## src/rtl/walkPkg.sv

```systemverilog
package walkPkg;
  localparam int VALID_BIT = 0;
  localparam int REF_BIT   = 1;
  localparam int MOD_BIT   = 2;

  typedef enum logic [2:0] {
    S_IDLE, S_READ_L1, S_READ_L2, S_UPDATE, S_DONE, S_FAULT
  } walkState_e;

  // strobes from control to datapath
  typedef struct packed {
    logic ldVa;     // capture miss address and type
    logic ldL1;     // capture master entry frame
    logic ldLeaf;   // capture updated leaf
    logic selLeaf;  // address mux: 1 = leaf address
  } walkCtl_t;
endpackage

```

## src/rtl/walkDatapath.sv

```systemverilog
module walkDatapath
  import walkPkg::*;
#(
  parameter int L1_BITS  = 10,
  parameter int L2_BITS  = 10,
  parameter int OFF_BITS = 12
) (
  input  logic                          clk,
  input  logic                          rstN,
  input  walkCtl_t                      ctl,
  input  logic                          rootWe,
  input  logic [L1_BITS+L2_BITS-1:0]    rootFrame,
  input  logic [L1_BITS+L2_BITS+OFF_BITS-1:0] missVaddr,
  input  logic                          missWrite,
  input  logic [L1_BITS+L2_BITS+OFF_BITS-1:0] memRdata,
  output logic [L1_BITS+L2_BITS+OFF_BITS-1:0] memAddr,
  output logic [L1_BITS+L2_BITS+OFF_BITS-1:0] memWdata,
  output logic                          rdValid,
  output logic                          leafNeedsWb,
  output logic [L1_BITS+L2_BITS+OFF_BITS-1:0] vaOut,
  output logic [L1_BITS+L2_BITS+OFF_BITS-1:0] leafOut
);
  localparam int WORD_W  = L1_BITS + L2_BITS + OFF_BITS;
  localparam int FRAME_W = WORD_W - OFF_BITS;

  logic [FRAME_W-1:0] rootReg;
  logic [FRAME_W-1:0] l1Frame;
  logic [WORD_W-1:0]  vaReg;
  logic               wrReg;
  logic [WORD_W-1:0]  leafReg;
  logic [WORD_W-1:0]  updated;
  logic [WORD_W-1:0]  l1Addr, l2Addr;
  logic [L1_BITS-1:0] idx1;
  logic [L2_BITS-1:0] idx2;

  assign idx1 = vaReg[WORD_W-1 -: L1_BITS];
  assign idx2 = vaReg[OFF_BITS +: L2_BITS];

  assign l1Addr = {rootReg, {OFF_BITS{1'b0}}} | (WORD_W'(idx1) << 2);
  assign l2Addr = {l1Frame, {OFF_BITS{1'b0}}} | (WORD_W'(idx2) << 2);
  assign memAddr = ctl.selLeaf ? l2Addr : l1Addr;

  always_comb begin
    updated = memRdata;
    updated[REF_BIT] = 1'b1;
    if (wrReg) updated[MOD_BIT] = 1'b1;
  end

  assign rdValid     = memRdata[VALID_BIT];
  assign leafNeedsWb = (updated != memRdata);
  assign memWdata    = leafReg;
  assign vaOut       = vaReg;
  assign leafOut     = leafReg;

  always_ff @(posedge clk) begin
    if (!rstN) begin
      rootReg <= '0;
      l1Frame <= '0;
      vaReg   <= '0;
      wrReg   <= 1'b0;
      leafReg <= '0;
    end else begin
      if (rootWe)     rootReg <= rootFrame;
      if (ctl.ldVa)   begin vaReg <= missVaddr; wrReg <= missWrite; end
      if (ctl.ldL1)   l1Frame <= memRdata[WORD_W-1:OFF_BITS];
      if (ctl.ldLeaf) leafReg <= updated;
    end
  end


  frame_keep_chk: assert property (@(posedge clk) disable iff (!rstN)
    ctl.ldLeaf |=> leafReg[WORD_W-1:OFF_BITS] == $past(memRdata[WORD_W-1:OFF_BITS]));
endmodule

```

## src/rtl/walkControl.sv

```systemverilog
module walkControl
  import walkPkg::*;
(
  input  logic       clk,
  input  logic       rstN,
  input  logic       missValid,
  input  logic       memAck,
  input  logic       rdValid,
  input  logic       leafNeedsWb,
  output walkCtl_t   ctl,
  output logic       missReady,
  output logic       memReq,
  output logic       memWe,
  output logic       rspValid,
  output logic       rspFault,
  output logic [1:0] rspLevel
);
  walkState_e state, nextState;
  logic [1:0] faultLvl;

  always_comb begin
    nextState = state;
    case (state)
      S_IDLE:    if (missValid) nextState = S_READ_L1;
      S_READ_L1: if (memAck) nextState = rdValid ? S_READ_L2 : S_FAULT;
      S_READ_L2: if (memAck) begin
                   if (!rdValid)        nextState = S_FAULT;
                   else if (leafNeedsWb) nextState = S_UPDATE;
                   else                 nextState = S_DONE;
                 end
      S_UPDATE:  if (memAck) nextState = S_DONE;
      default:   nextState = S_IDLE;
    endcase
  end

  always_ff @(posedge clk) begin
    if (!rstN) begin
      state    <= S_IDLE;
      faultLvl <= 2'd0;
    end else begin
      state <= nextState;
      if (memAck && !rdValid) begin
        if (state == S_READ_L1) faultLvl <= 2'd1;
        if (state == S_READ_L2) faultLvl <= 2'd2;
      end
    end
  end

  assign missReady   = (state == S_IDLE);
  assign memReq      = (state == S_READ_L1) || (state == S_READ_L2) || (state == S_UPDATE);
  assign memWe       = (state == S_UPDATE);
  assign rspValid    = (state == S_DONE) || (state == S_FAULT);
  assign rspFault    = (state == S_FAULT);
  assign rspLevel    = (state == S_FAULT) ? faultLvl : 2'd0;

  assign ctl.ldVa    = (state == S_IDLE) && missValid;
  assign ctl.ldL1    = (state == S_READ_L1) && memAck;
  assign ctl.ldLeaf  = (state == S_READ_L2) && memAck;
  assign ctl.selLeaf = (state == S_READ_L2) || (state == S_UPDATE);


  req_hold_chk: assert property (@(posedge clk) disable iff (!rstN)
    (memReq && !memAck) |=> memReq);

  write_in_req_chk: assert property (@(posedge clk) disable iff (!rstN)
    memWe |-> memReq);

  rsp_pulse_chk: assert property (@(posedge clk) disable iff (!rstN)
    rspValid |=> (!rspValid && missReady));

  fault_level_chk: assert property (@(posedge clk) disable iff (!rstN)
    (rspValid && rspFault) |-> (rspLevel == 2'd1 || rspLevel == 2'd2));
endmodule

```

## src/rtl/tableWalker.sv

```systemverilog
module tableWalker
  import walkPkg::*;
#(
  parameter int L1_BITS  = 10,
  parameter int L2_BITS  = 10,
  parameter int OFF_BITS = 12
) (
  input  logic                       clk,
  input  logic                       rstN,
  input  logic                       rootWe,
  input  logic [L1_BITS+L2_BITS-1:0] rootFrame,
  input  logic                       missValid,
  input  logic [L1_BITS+L2_BITS+OFF_BITS-1:0] missVaddr,
  input  logic                       missWrite,
  output logic                       missReady,
  output logic                       memReq,
  output logic                       memWe,
  output logic [L1_BITS+L2_BITS+OFF_BITS-1:0] memAddr,
  output logic [L1_BITS+L2_BITS+OFF_BITS-1:0] memWdata,
  input  logic [L1_BITS+L2_BITS+OFF_BITS-1:0] memRdata,
  input  logic                       memAck,
  output logic                       rspValid,
  output logic                       rspFault,
  output logic [1:0]                 rspLevel,
  output logic [L1_BITS+L2_BITS+OFF_BITS-1:0] rspVaddr,
  output logic [L1_BITS+L2_BITS+OFF_BITS-1:0] rspPte
);
  localparam int WORD_W = L1_BITS + L2_BITS + OFF_BITS;

  walkCtl_t ctl;
  logic     rdValid, leafNeedsWb;

  walkControl u_ctrl (
    .clk, .rstN, .missValid, .memAck, .rdValid, .leafNeedsWb,
    .ctl, .missReady, .memReq, .memWe, .rspValid, .rspFault, .rspLevel
  );

  walkDatapath #(.L1_BITS(L1_BITS), .L2_BITS(L2_BITS), .OFF_BITS(OFF_BITS)) u_dp (
    .clk, .rstN, .ctl, .rootWe, .rootFrame, .missVaddr, .missWrite, .memRdata,
    .memAddr, .memWdata, .rdValid, .leafNeedsWb, .vaOut(rspVaddr), .leafOut(rspPte)
  );


  addr_stable_chk: assert property (@(posedge clk) disable iff (!rstN)
    (memReq && !memAck && !rootWe) |=> $stable(memAddr));

  leaf_ok_chk: assert property (@(posedge clk) disable iff (!rstN)
    (rspValid && !rspFault) |-> (rspPte[VALID_BIT] && rspPte[REF_BIT]));

  reset_idle_chk: assert property (@(posedge clk)
    !rstN |=> (missReady && !memReq && !rspValid));

  logic [WORD_W-1:0] unusedW;
  assign unusedW = '0;
endmodule

```

## config.mk

```make
export PLATFORM = sky130hd
export DESIGN_NAME = tableWalker
export DESIGN_NICKNAME = d
export VERILOG_FILES = /design/src/rtl/walkPkg.sv /design/src/rtl/walkDatapath.sv /design/src/rtl/walkControl.sv /design/src/rtl/tableWalker.sv
export SDC_FILE = /design/constraint.sdc
export NUM_CORES = 1
export LEC_CHECK = 0
export BUFFER_PORTS_ARGS = -buffer_cell sky130_fd_sc_hd__buf_2
export CAP_MARGIN = 0
export CORE_MARGIN = 1.5
export CORE_UTILIZATION = 49
export CTS_BUF_LIST = sky130_fd_sc_hd__clkbuf_8
export CTS_CLUSTER_SIZE = 12
export DETAILED_ROUTE_END_ITERATION = 8
export PLACE_DENSITY = 0.86
export SLEW_MARGIN = 20
export SYNTH_ARGS = -nofsm -noshare
export SYNTH_HDL_FRONTEND = slang
export SYNTH_SLANG_ARGS = --single-unit
```

## constraint.sdc

```tcl
create_clock -name clk -period 1.8 [get_ports clk]
set_input_delay 0.09 -clock clk [delete_from_list [all_inputs] [get_ports clk]]
set_output_delay 0.09 -clock clk [all_outputs]
set_load 0.01 [all_outputs]
```

# Word-level counts from Yosys, hierarchy flattened
# Index checks and enable logic that the tools add are counted.
# word_totals
output_inout_bits	135
ff_bits	110
inputBits	90
wordCells	45
# classes
eq_ne	10
n_bitwise	2
n_mux	13
n_reduce_logical	13
# ops
op	count
$or 32x12->32	2
$mux 32	1
$mux 3	7
$pmux 3 s4	1
$eq 3x2->1 const B	2
$eq 3x3->1 const B	2
$mux 2	3
$ne 2x2->1 const B	3
$logic_and 1x1->1	4
$logic_or 1x1->1	4
$reduce_and 4->1	1
$eq 3x1->1 const B	1
$logic_not 3->1	1
$ne 2x1->1 const B	1
$ne 2x2->1	1
$reduce_and 2->1	1
$reduce_bool 2->1	1
$logic_not 1->1	1
$mux 1	1

# Depth between registers and ports, before layout
# Gate-level depths: netlist (run 1).
# depth
word_depth	6
ltp_mapped	6
mapped_depth_nobuf	3

# Cells and area by module
# Synthesis (run 1) repeated with hierarchy kept, for this count alone.
# hier_totals
hier_cells	461
hier_area_um2	5093.6
# modules_own_cells
mod	seq_area_each_um2	area_each_um2	n_inst	cells_per_inst
walkDatapath	2102.0	4759.6	1	419
walkControl	100.1	334.1	1	42

# Least setup slack after synthesis (run 1)
# OpenSTA, ideal clock, no wires.
# synth_path
path_type	register to output
from	register u_ctrl.state[2]
to	output port memAddr[10]
path_buffers	2
arrival_time_ps	1259
setup_slack_ps	451
stages_incl_launch_ff	5
path_cell_list	dfxtp_1 -> buf_4 -> nor2b_1 -> buf_4 -> mux2_2
# synth_via
elab_chain_len	3
# synth_lines
element	line	text
start: declaration	walkControl.sv:18	walkState_e state, nextState;
start signal: assignment	walkControl.sv:41	state <= nextState;
$eq 3x2->1	walkControl.sv:59	assign ctl.selLeaf = (state == S_READ_L2) || (state == S_UPDATE);
$logic_or 1x1->1 (*)	walkControl.sv:59	
$mux 32 (*)	walkDatapath.sv:41	assign memAddr = ctl.selLeaf ? l2Addr : l1Addr;
end: declaration	tableWalker.sv:18	output logic [L1_BITS+L2_BITS+OFF_BITS-1:0] memAddr,
# Every way passes the cells marked *; elsewhere a longest branch is shown, timed or not.

# Worst setup path in the final report (run 1)
# layout_path
from	register u_ctrl.state[2]
to	output port memAddr[26]
# The elaborated chain is that of the path after synthesis.

==> run summary, run 1 <==
The flow ran to the end, and the final reports show no timing, DRC or antenna violations. The slowest cell on the critical path is sky130_fd_sc_hd__dfxtp_4. The count of flip-flops with a built-in enable after synthesis is 0. The number of antenna repair diodes is 0. Across the routed clock network, the largest skew measured is 0.00710 ns. The maximum vdd ir drop is 0.523 mV. The proportion of layout cells with a drive suffix above 1 is 0.363. The number of global-route vias before repair is 4823. The cell count after synthesis came out at 559. The number of hold violations in the final report came out at 0.

The final core area utilization is 0.694. For this configuration, the core starts out at a cell density of 0.507. The worst setup path is captured at a primary output. The number of buffers between clock root and the deepest sink came out at 2.

The final-layout setup total negative slack is 0 ns. Dividing the synthesized area by the synthesized cell count gives 8.91 sq um. Setup repair after global routing left no endpoint under its margin. The signal on the critical path passes through nor2b_4, buf_12, mux2_2, buf_2. The remaining max-slew budget at the tightest pin came out at 0.541. The total power consumption of the routed design is 4.97 mW. STA classifies the critical path startpoint as a register. The pin count of the biggest net entering global routing is 77.

Counting the buffers created by CTS gives 9. Data on the critical path is required at its endpoint by 1.71 ns. After synthesis the cells add up to 4980 sq um. The share of flip-flops with an asynchronous set or reset after synthesis came out at 0. The violation count after the first detailed-routing iteration came out at 220. The netlist uses 34 different library cells. The final critical-path share of the clock period came out at 0.961. For the finished layout, the period the worst path requires is 1.73 ns. The fmax came out at 578 MHz.

In this run the worst setup path begins at u_ctrl.state[2]$_SDFFE_PN0P_. The critical-path maximum fanout came out at 23. The initial antenna violation count is 0. The HPWL after detailed placement is 9110 um. The source-to-sink clock delay at the later pin of the worst-skew pair came out at 0.36 ns. The sequential fraction of the synthesis area is 0.442. The data arrival time of the critical path came out at 1.64 ns. The x dimension of the die came out at 104 um. The mux cell area share after synthesis is 0.115. The CTS clock-pin slew for the worst setup and hold paths is 0.10 ns. Of the total synthesized cell area, the portion taken by full adders, half adders and majority gates is 0. Once detail routing completed, the nets flagged for antenna violations numbered 0. The power per cell area came out at 729 nW/um^2.

The placement-stage worst setup slack is 0.269 ns. The final critical-path setup slack is 0.0695 ns. The die covers 10800 sq um. The wire length of the first global-routing pass is 23700 um. Dividing the detail-routed via count by the number of cells gives 5.20. Across every metal layer, demand over resource in global routing totals 0.273. The cell sitting at the root of the clock tree is a sky130_fd_sc_hd__clkbuf_8. The count of buffer and inverter cells on the critical path came out at 2. The weighted congestion at the end of routability-driven global placement is 0.860. The number of nets at the end of the flow is 882. The simple logic cell fraction of the synthesized area came out at 0.199. The combinational family with the most area after synthesis is simple AND/OR/NAND/NOR gates. The kind of cell with the highest combined delay along the critical path is flip-flops. The pin slew with the least headroom to its limit is 0.688 ns. Input and output buffers added on the ports amount to 222.

The leakage component of the power came out at 3.16 nW. The dominant synthesized flop cell is sky130_fd_sc_hd__dfxtp_1. The max-slew violation count is 0. The worst min-delay path category is input port to register. The worst hold path begins at rootFrame[18]. The number of register bits inferred by synthesis came out at 110. The share of the synthesized area in compound gates (AO/OA/AOI/OAI) is 0.125.

The total number of placement rows came out at 36. Of the total synthesized cell area, the portion taken by XOR and XNOR cells is 0. The placeable core region came out at 9820 sq um. The count of max-cap constraint violations came out at 0.

The sink count of the clock tree is 110. In the final routed layout, each cell accounts on average for 16.3 um. TritonCTS built the clock tree. The largest stage delay on the critical path is 0.42 ns. The critical path is of the register to primary output type. The number of primary I/O pins is 225.

The aggregate global routing overflow came out at 0. The area growth from synthesis to layout is 36.9%. In the routed design, unresolved DRC markers number 0.

The worst flop-to-flop path startpoint is u_ctrl.state[0]$_SDFFE_PN0P_. For this run, the detailed router's first-pass iteration total came to 6. Setup violations remaining at the end of the flow were counted as 0. The number of levels the H-tree was split into is 3. The total length of routed wires is 15200 um. The number of vias in the routed layout is 4832. Yosys printed 0 warnings. The die span in y came out at 104 um.
logic make-up after synthesis:
logic type      Yosys count
mux                      53
other cells               1
flops                   110
buf+inv                  88
compound gates           92
simple gates            215
flip-flops by register name (all words and copies together), names as in the netlist:
register         count
u_dp.rootReg        20
u_ctrl.state         3
u_dp.l1Frame        20
u_dp.wrReg           1
u_dp.leafOut        32
u_dp.vaOut          32
u_ctrl.faultLvl      2
synthesized netlist by cell type, types with 2 or more instances:
master | n | area (sq um)
sky130_fd_sc_hd__nand3_1 | 34 | 170
sky130_fd_sc_hd__nand2b_1 | 3 | 18.8
sky130_fd_sc_hd__o211ai_1 | 2 | 15.0
sky130_fd_sc_hd__nand4bb_1 | 2 | 22.5
sky130_fd_sc_hd__nor2b_1 | 23 | 144
sky130_fd_sc_hd__clkbuf_1 | 16 | 60.1
sky130_fd_sc_hd__mux2_2 | 32 | 360
sky130_fd_sc_hd__buf_4 | 52 | 390
sky130_fd_sc_hd__nand2_1 | 135 | 507
sky130_fd_sc_hd__buf_2 | 12 | 60.1
sky130_fd_sc_hd__and2_1 | 2 | 12.5
sky130_fd_sc_hd__o221a_2 | 2 | 22.5
sky130_fd_sc_hd__nor3_1 | 3 | 15.0
sky130_fd_sc_hd__o21ai_0 | 31 | 155
sky130_fd_sc_hd__a21boi_1 | 49 | 368
sky130_fd_sc_hd__dfxtp_1 | 110 | 2200
sky130_fd_sc_hd__and3_1 | 2 | 12.5
sky130_fd_sc_hd__mux2i_1 | 21 | 210
sky130_fd_sc_hd__nor2_1 | 6 | 22.5
sky130_fd_sc_hd__buf_6 | 7 | 78.8
sky130_fd_sc_hd__o21ai_1 | 2 | 10.0
metal layers:
| metal | share of wire | global-route usage |
|---|---|---|
| met5 | 0 | 0 |
| met3 | 0.080 | 0.0761 |
| met1 | 0.39 | 0.306 |
| met4 | 0.033 | 0.130 |
| met2 | 0.49 | 0.479 |
placed cells by master (no fill, tap or decap), types with 3 or more instances in the layout:
cell type	instances
sky130_fd_sc_hd__a21boi_1	49
sky130_fd_sc_hd__buf_12	6
sky130_fd_sc_hd__buf_2	221
sky130_fd_sc_hd__buf_4	6
sky130_fd_sc_hd__clkbuf_8	10
sky130_fd_sc_hd__dfxtp_1	108
sky130_fd_sc_hd__dlygate4sd3_1	76
sky130_fd_sc_hd__mux2_2	32
sky130_fd_sc_hd__mux2i_1	21
sky130_fd_sc_hd__nand2_1	135
sky130_fd_sc_hd__nand2b_1	3
sky130_fd_sc_hd__nand3_1	34
sky130_fd_sc_hd__nor2_1	6
sky130_fd_sc_hd__nor2b_1	22
sky130_fd_sc_hd__nor3_1	3
sky130_fd_sc_hd__o21ai_0	31
where the power goes:
part	total, mW	internal (mW)	switching, mW
logic	0.872	0.448	0.424
clock network	1.46	0.666	0.795
registers	2.64	2.55	0.0932
cell type report:
cell class	instances	area, sq um
Clock inverter	5	51.3
Tap cell	133	166
Multi-Input combinational cell	362	2220
Clock buffer	10	138
Sequential cell	110	2210
Fill cell	704	3000
Timing Repair Buffer	309	2030
timing repair:
item / CTS / global route
hold buffers: 75 / 1
gates cloned: 0 / 0
endpoints found under the hold margin: 92 / 1
pin swaps: 0 / 0
setup buffers: 0 / 0
endpoints found under the setup margin: 30 / 30
gates resized for setup: 2 / 2
final timing paths:
path,cells after the start,slack (ns),end
max,4,0.07,memAddr[26]
min reg2reg,2,0.46,u_dp.l1Frame[0]$_SDFFE_PN0P_
min,3,0.02,u_dp.rootReg[18]$_SDFFE_PN0P_
max reg2reg,4,0.21,u_dp.l1Frame[15]$_SDFFE_PN0P_
metrics by stage:
stage,std cells,area [sq um],hold WS [ns]
floorplan,560,4980,0.191
global placement,838,5860,0.302
detailed placement,838,5860,0.314
CTS,928,6800,0.00130
global route,929,6820,0.00160
finish,929,6820,0.0171
worst min-delay path, stage by stage:
cell and delay [ns]:
sky130_fd_sc_hd__buf_2 0.07, sky130_fd_sc_hd__mux2i_1 0.06, sky130_fd_sc_hd__nor2b_1 0.11
Power figures use the tool's default switching activity.
==> run 2: changes to the inputs <==
--- a/config.mk
+++ b/config.mk
@@ -12,7 +12,9 @@
 export CTS_BUF_LIST = sky130_fd_sc_hd__clkbuf_8
 export CTS_CLUSTER_SIZE = 12
 export DETAILED_ROUTE_END_ITERATION = 8
+export MAX_ROUTING_LAYER = met4
 export PLACE_DENSITY = 0.86
+export SETUP_SLACK_MARGIN = 0.1
 export SLEW_MARGIN = 20
 export SYNTH_ARGS = -nofsm -noshare
 export SYNTH_HDL_FRONTEND = slang
==> run summary, run 2 (synthesized netlist as in run 1, its figures left out) <==
The net switching power came to 1.34 mW (+2.4%). The source-to-sink clock delay at the later pin of the worst-skew pair is 0.36 ns (about the same). The met2 wire length came out at 8120 um (+8.3%).

The first-pass detailed-route iteration total came out at 5 (-1). The remaining max-slew budget at the tightest pin came out at 0.554 (+0.0127). The top cell types in the final layout, fill and taps aside, are sky130_fd_sc_hd__buf_2, sky130_fd_sc_hd__nand2_1, sky130_fd_sc_hd__dfxtp_1, sky130_fd_sc_hd__dlygate4sd3_1, sky130_fd_sc_hd__a21boi_1. The minimum clock period after layout is 1.74 ns (+0.0130 ns). The run finished with clean final reports. The min-delay analysis places its worst path in the category input port to register. The routed length per instance is 17.3 um (+5.7%).

The number of vias per cell came out at 5.35 (+2.9%). The critical path in this run is classified as register to primary output. The number of nets at the end of the flow was 892 (+1.1%). The design internal power came out at 3.73 mW (+2.0%). The weighted congestion at the end of routability-driven global placement came out at 0.874 (+1.6%).

The number of global-route vias before repair is 4815 (-0.17%). The violation count after the first detailed-routing iteration came out at 290 (+32%). The final-layout setup total negative slack came to 0 ns (unchanged). The highest routing layer actually used is met4. The total length of routed wires is 16200 um (+6.8%). The number of hold violations in the final report came out at 0 (unchanged).

The starting utilization of the core area was 0.507 (unchanged). The worst hold margin is 0.0182 ns (+0.00104 ns). The all-layer global routing usage came out at 0.281 (+0.00803). The total area of sequential cells came to 2210 sq um (about the same).

The critical path required time came out at 1.71 ns (about the same). The wire length on met3 came to 1320 um (+9.0%). The leakage component of the power came to 3.29 nW (+4.0%). The clock buffer count from CTS is 9 (unchanged).

The x dimension of the die is 104 um (unchanged). The depth of the most critical reg-to-reg path came to 6 (+2). The number of DRC violations after detailed routing came out at 0 (unchanged). The number of buffers between clock root and the deepest sink came out at 2 (unchanged). The data arrival time of the critical path is 1.65 ns (about the same). The proportion of layout cells with a drive suffix above 1 came out at 0.372 (+0.00914). The CTS clock-pin slew for the worst setup and hold paths is 0.09 ns (about the same). The library cell used most frequently in the layout, excluding fill and tap cells, is sky130_fd_sc_hd__buf_2. The TritonCTS clock tree is built. The setup violation total in the final timing report is 0 (unchanged). The pin slew with the least headroom to its limit came out at 0.669 ns (-0.0191 ns).

The length of routed wiring on met1 came out at 6190 um (+3.6%). The die area is 10800 sq um (unchanged). The critical path endpoint category is a primary output. The number of antenna repair diodes is 0 (unchanged). The post-route clock skew is 0.00690 ns (-0.000202 ns). The proportion of power drawn by combinational gates is 0.192 (+0.017).

The share of total power in the clock network is 0.288 (-0.006). The launching element type of the critical path is a register. The pin count of the biggest net entering global routing is 77 (unchanged). The aggregate global routing overflow came to 0 (unchanged). The number of routed nets with antenna violations is 0 (unchanged). The sink count of the clock tree was 110 (unchanged). The maximum vdd ir drop came to 0.523 mV (about the same). The die span in y came out at 104 um (unchanged). The setup slack of the most critical reg-to-reg path came out at 0.20 ns (about the same). The number of port buffers is 222 (unchanged). The count of max-cap constraint violations came out at 0 (unchanged). The placed standard-cell area came to 5860 sq um (unchanged).

The layout filler cell count is 664 (-5.7%). From synthesis to final layout, the design area changed by 43.9%. The number of vias in the routed layout came out at 5028 (+4.1%). The fmax is 574 MHz (-0.75%). The cell count of the worst hold path came out at 3 (unchanged). Setup repair after global routing could not meet its margin everywhere. The number of levels the H-tree was split into is 3 (unchanged). The total number of placement rows came out at 36 (unchanged). The multi-input combinational cell area came out at 2280 sq um (+2.9%). The wire length of the first global-routing pass is 23700 um (unchanged). The number of primary I/O pins came to 225 (unchanged). The final core area utilization came out at 0.729 (+0.0354).

The power per cell area is 709 nW/um^2 (-2.8%). The cell sitting at the root of the clock tree is a sky130_fd_sc_hd__clkbuf_8. The max-slew violation count is 0 (unchanged).

The critical-path maximum fanout came out at 8 (-65%). The initial antenna violation count is 0 (unchanged). The final critical-path share of the clock period was 0.969 (+0.00724). The post-route standard cell area excluding fillers came out at 7160 sq um (+5.1%).

The share of power burned in registers came to 0.521 (-0.010). The detailed placement HPWL came out at 9110 um (unchanged). The placeable core region was 9820 sq um (unchanged). The fraction of power spent switching nets came out at 0.265 (+0.000654).
-- run 2: final timing paths --
path / from / end
max: u_ctrl.state[2]$_SDFFE_PN0P_ / memAddr[11]
min: rootFrame[19] / u_dp.rootReg[19]$_SDFFE_PN0P_
max reg2reg: u_ctrl.state[1]$_SDFFE_PN0P_ / u_dp.vaOut[3]$_SDFFE_PN0P_
min reg2reg: u_dp.l1Frame[0]$_SDFFE_PN0P_ / u_dp.l1Frame[0]$_SDFFE_PN0P_
-- run 2: repair_timing --
action                                 CTS  global route
setup endpoints to repair               35            31
endpoints found under the hold margin   92             1
hold buffers                            75             1
gates cloned                             0             3
setup buffers                            0             7
resized for setup                        3            47
-- run 2: power groups by stage --
stage                     Sequential (mW)  Clock, mW  Combinational, mW
after detailed placement             2.69          0              0.710
after floorplan                      2.68          0              0.445
after CTS                            2.63       1.49              0.837
after global placement               2.68          0              0.685
final                                2.64       1.46              0.974
after global routing                 2.65       1.60               1.04
-- run 2: critical path: stages (launching register included) --
cell                        delay [ns]
sky130_fd_sc_hd__dfxtp_4          0.39
sky130_fd_sc_hd__nor2b_4          0.14
sky130_fd_sc_hd__buf_12           0.14
sky130_fd_sc_hd__clkbuf_16        0.15
sky130_fd_sc_hd__mux2_2           0.35
sky130_fd_sc_hd__buf_6            0.13
-- run 2: layer usage --
layer,up-vias,track usage
met2,316,0.480
met3,59,0.0617
li1,2295,-
met4,0,0.130
met5,-,-
met1,2358,0.314
-- run 2: cell type report --
cell class              count  share of cell area
multi-input cells         362               0.319
well taps                 133              0.0232
clock inverters             5             0.00716
repair buffers            319               0.323
clock buffers              10              0.0192
flip-flops and latches    110               0.309
-- run 2: through the flow --
stage	total power, mW	cells	setup WS (ns)
floorplan	3.12	560	0.451
global placement	3.37	838	0.340
detailed placement	3.40	838	0.269
CTS	4.96	928	0.0623
global route	5.29	939	0.0104
finish	5.08	939	0.0565
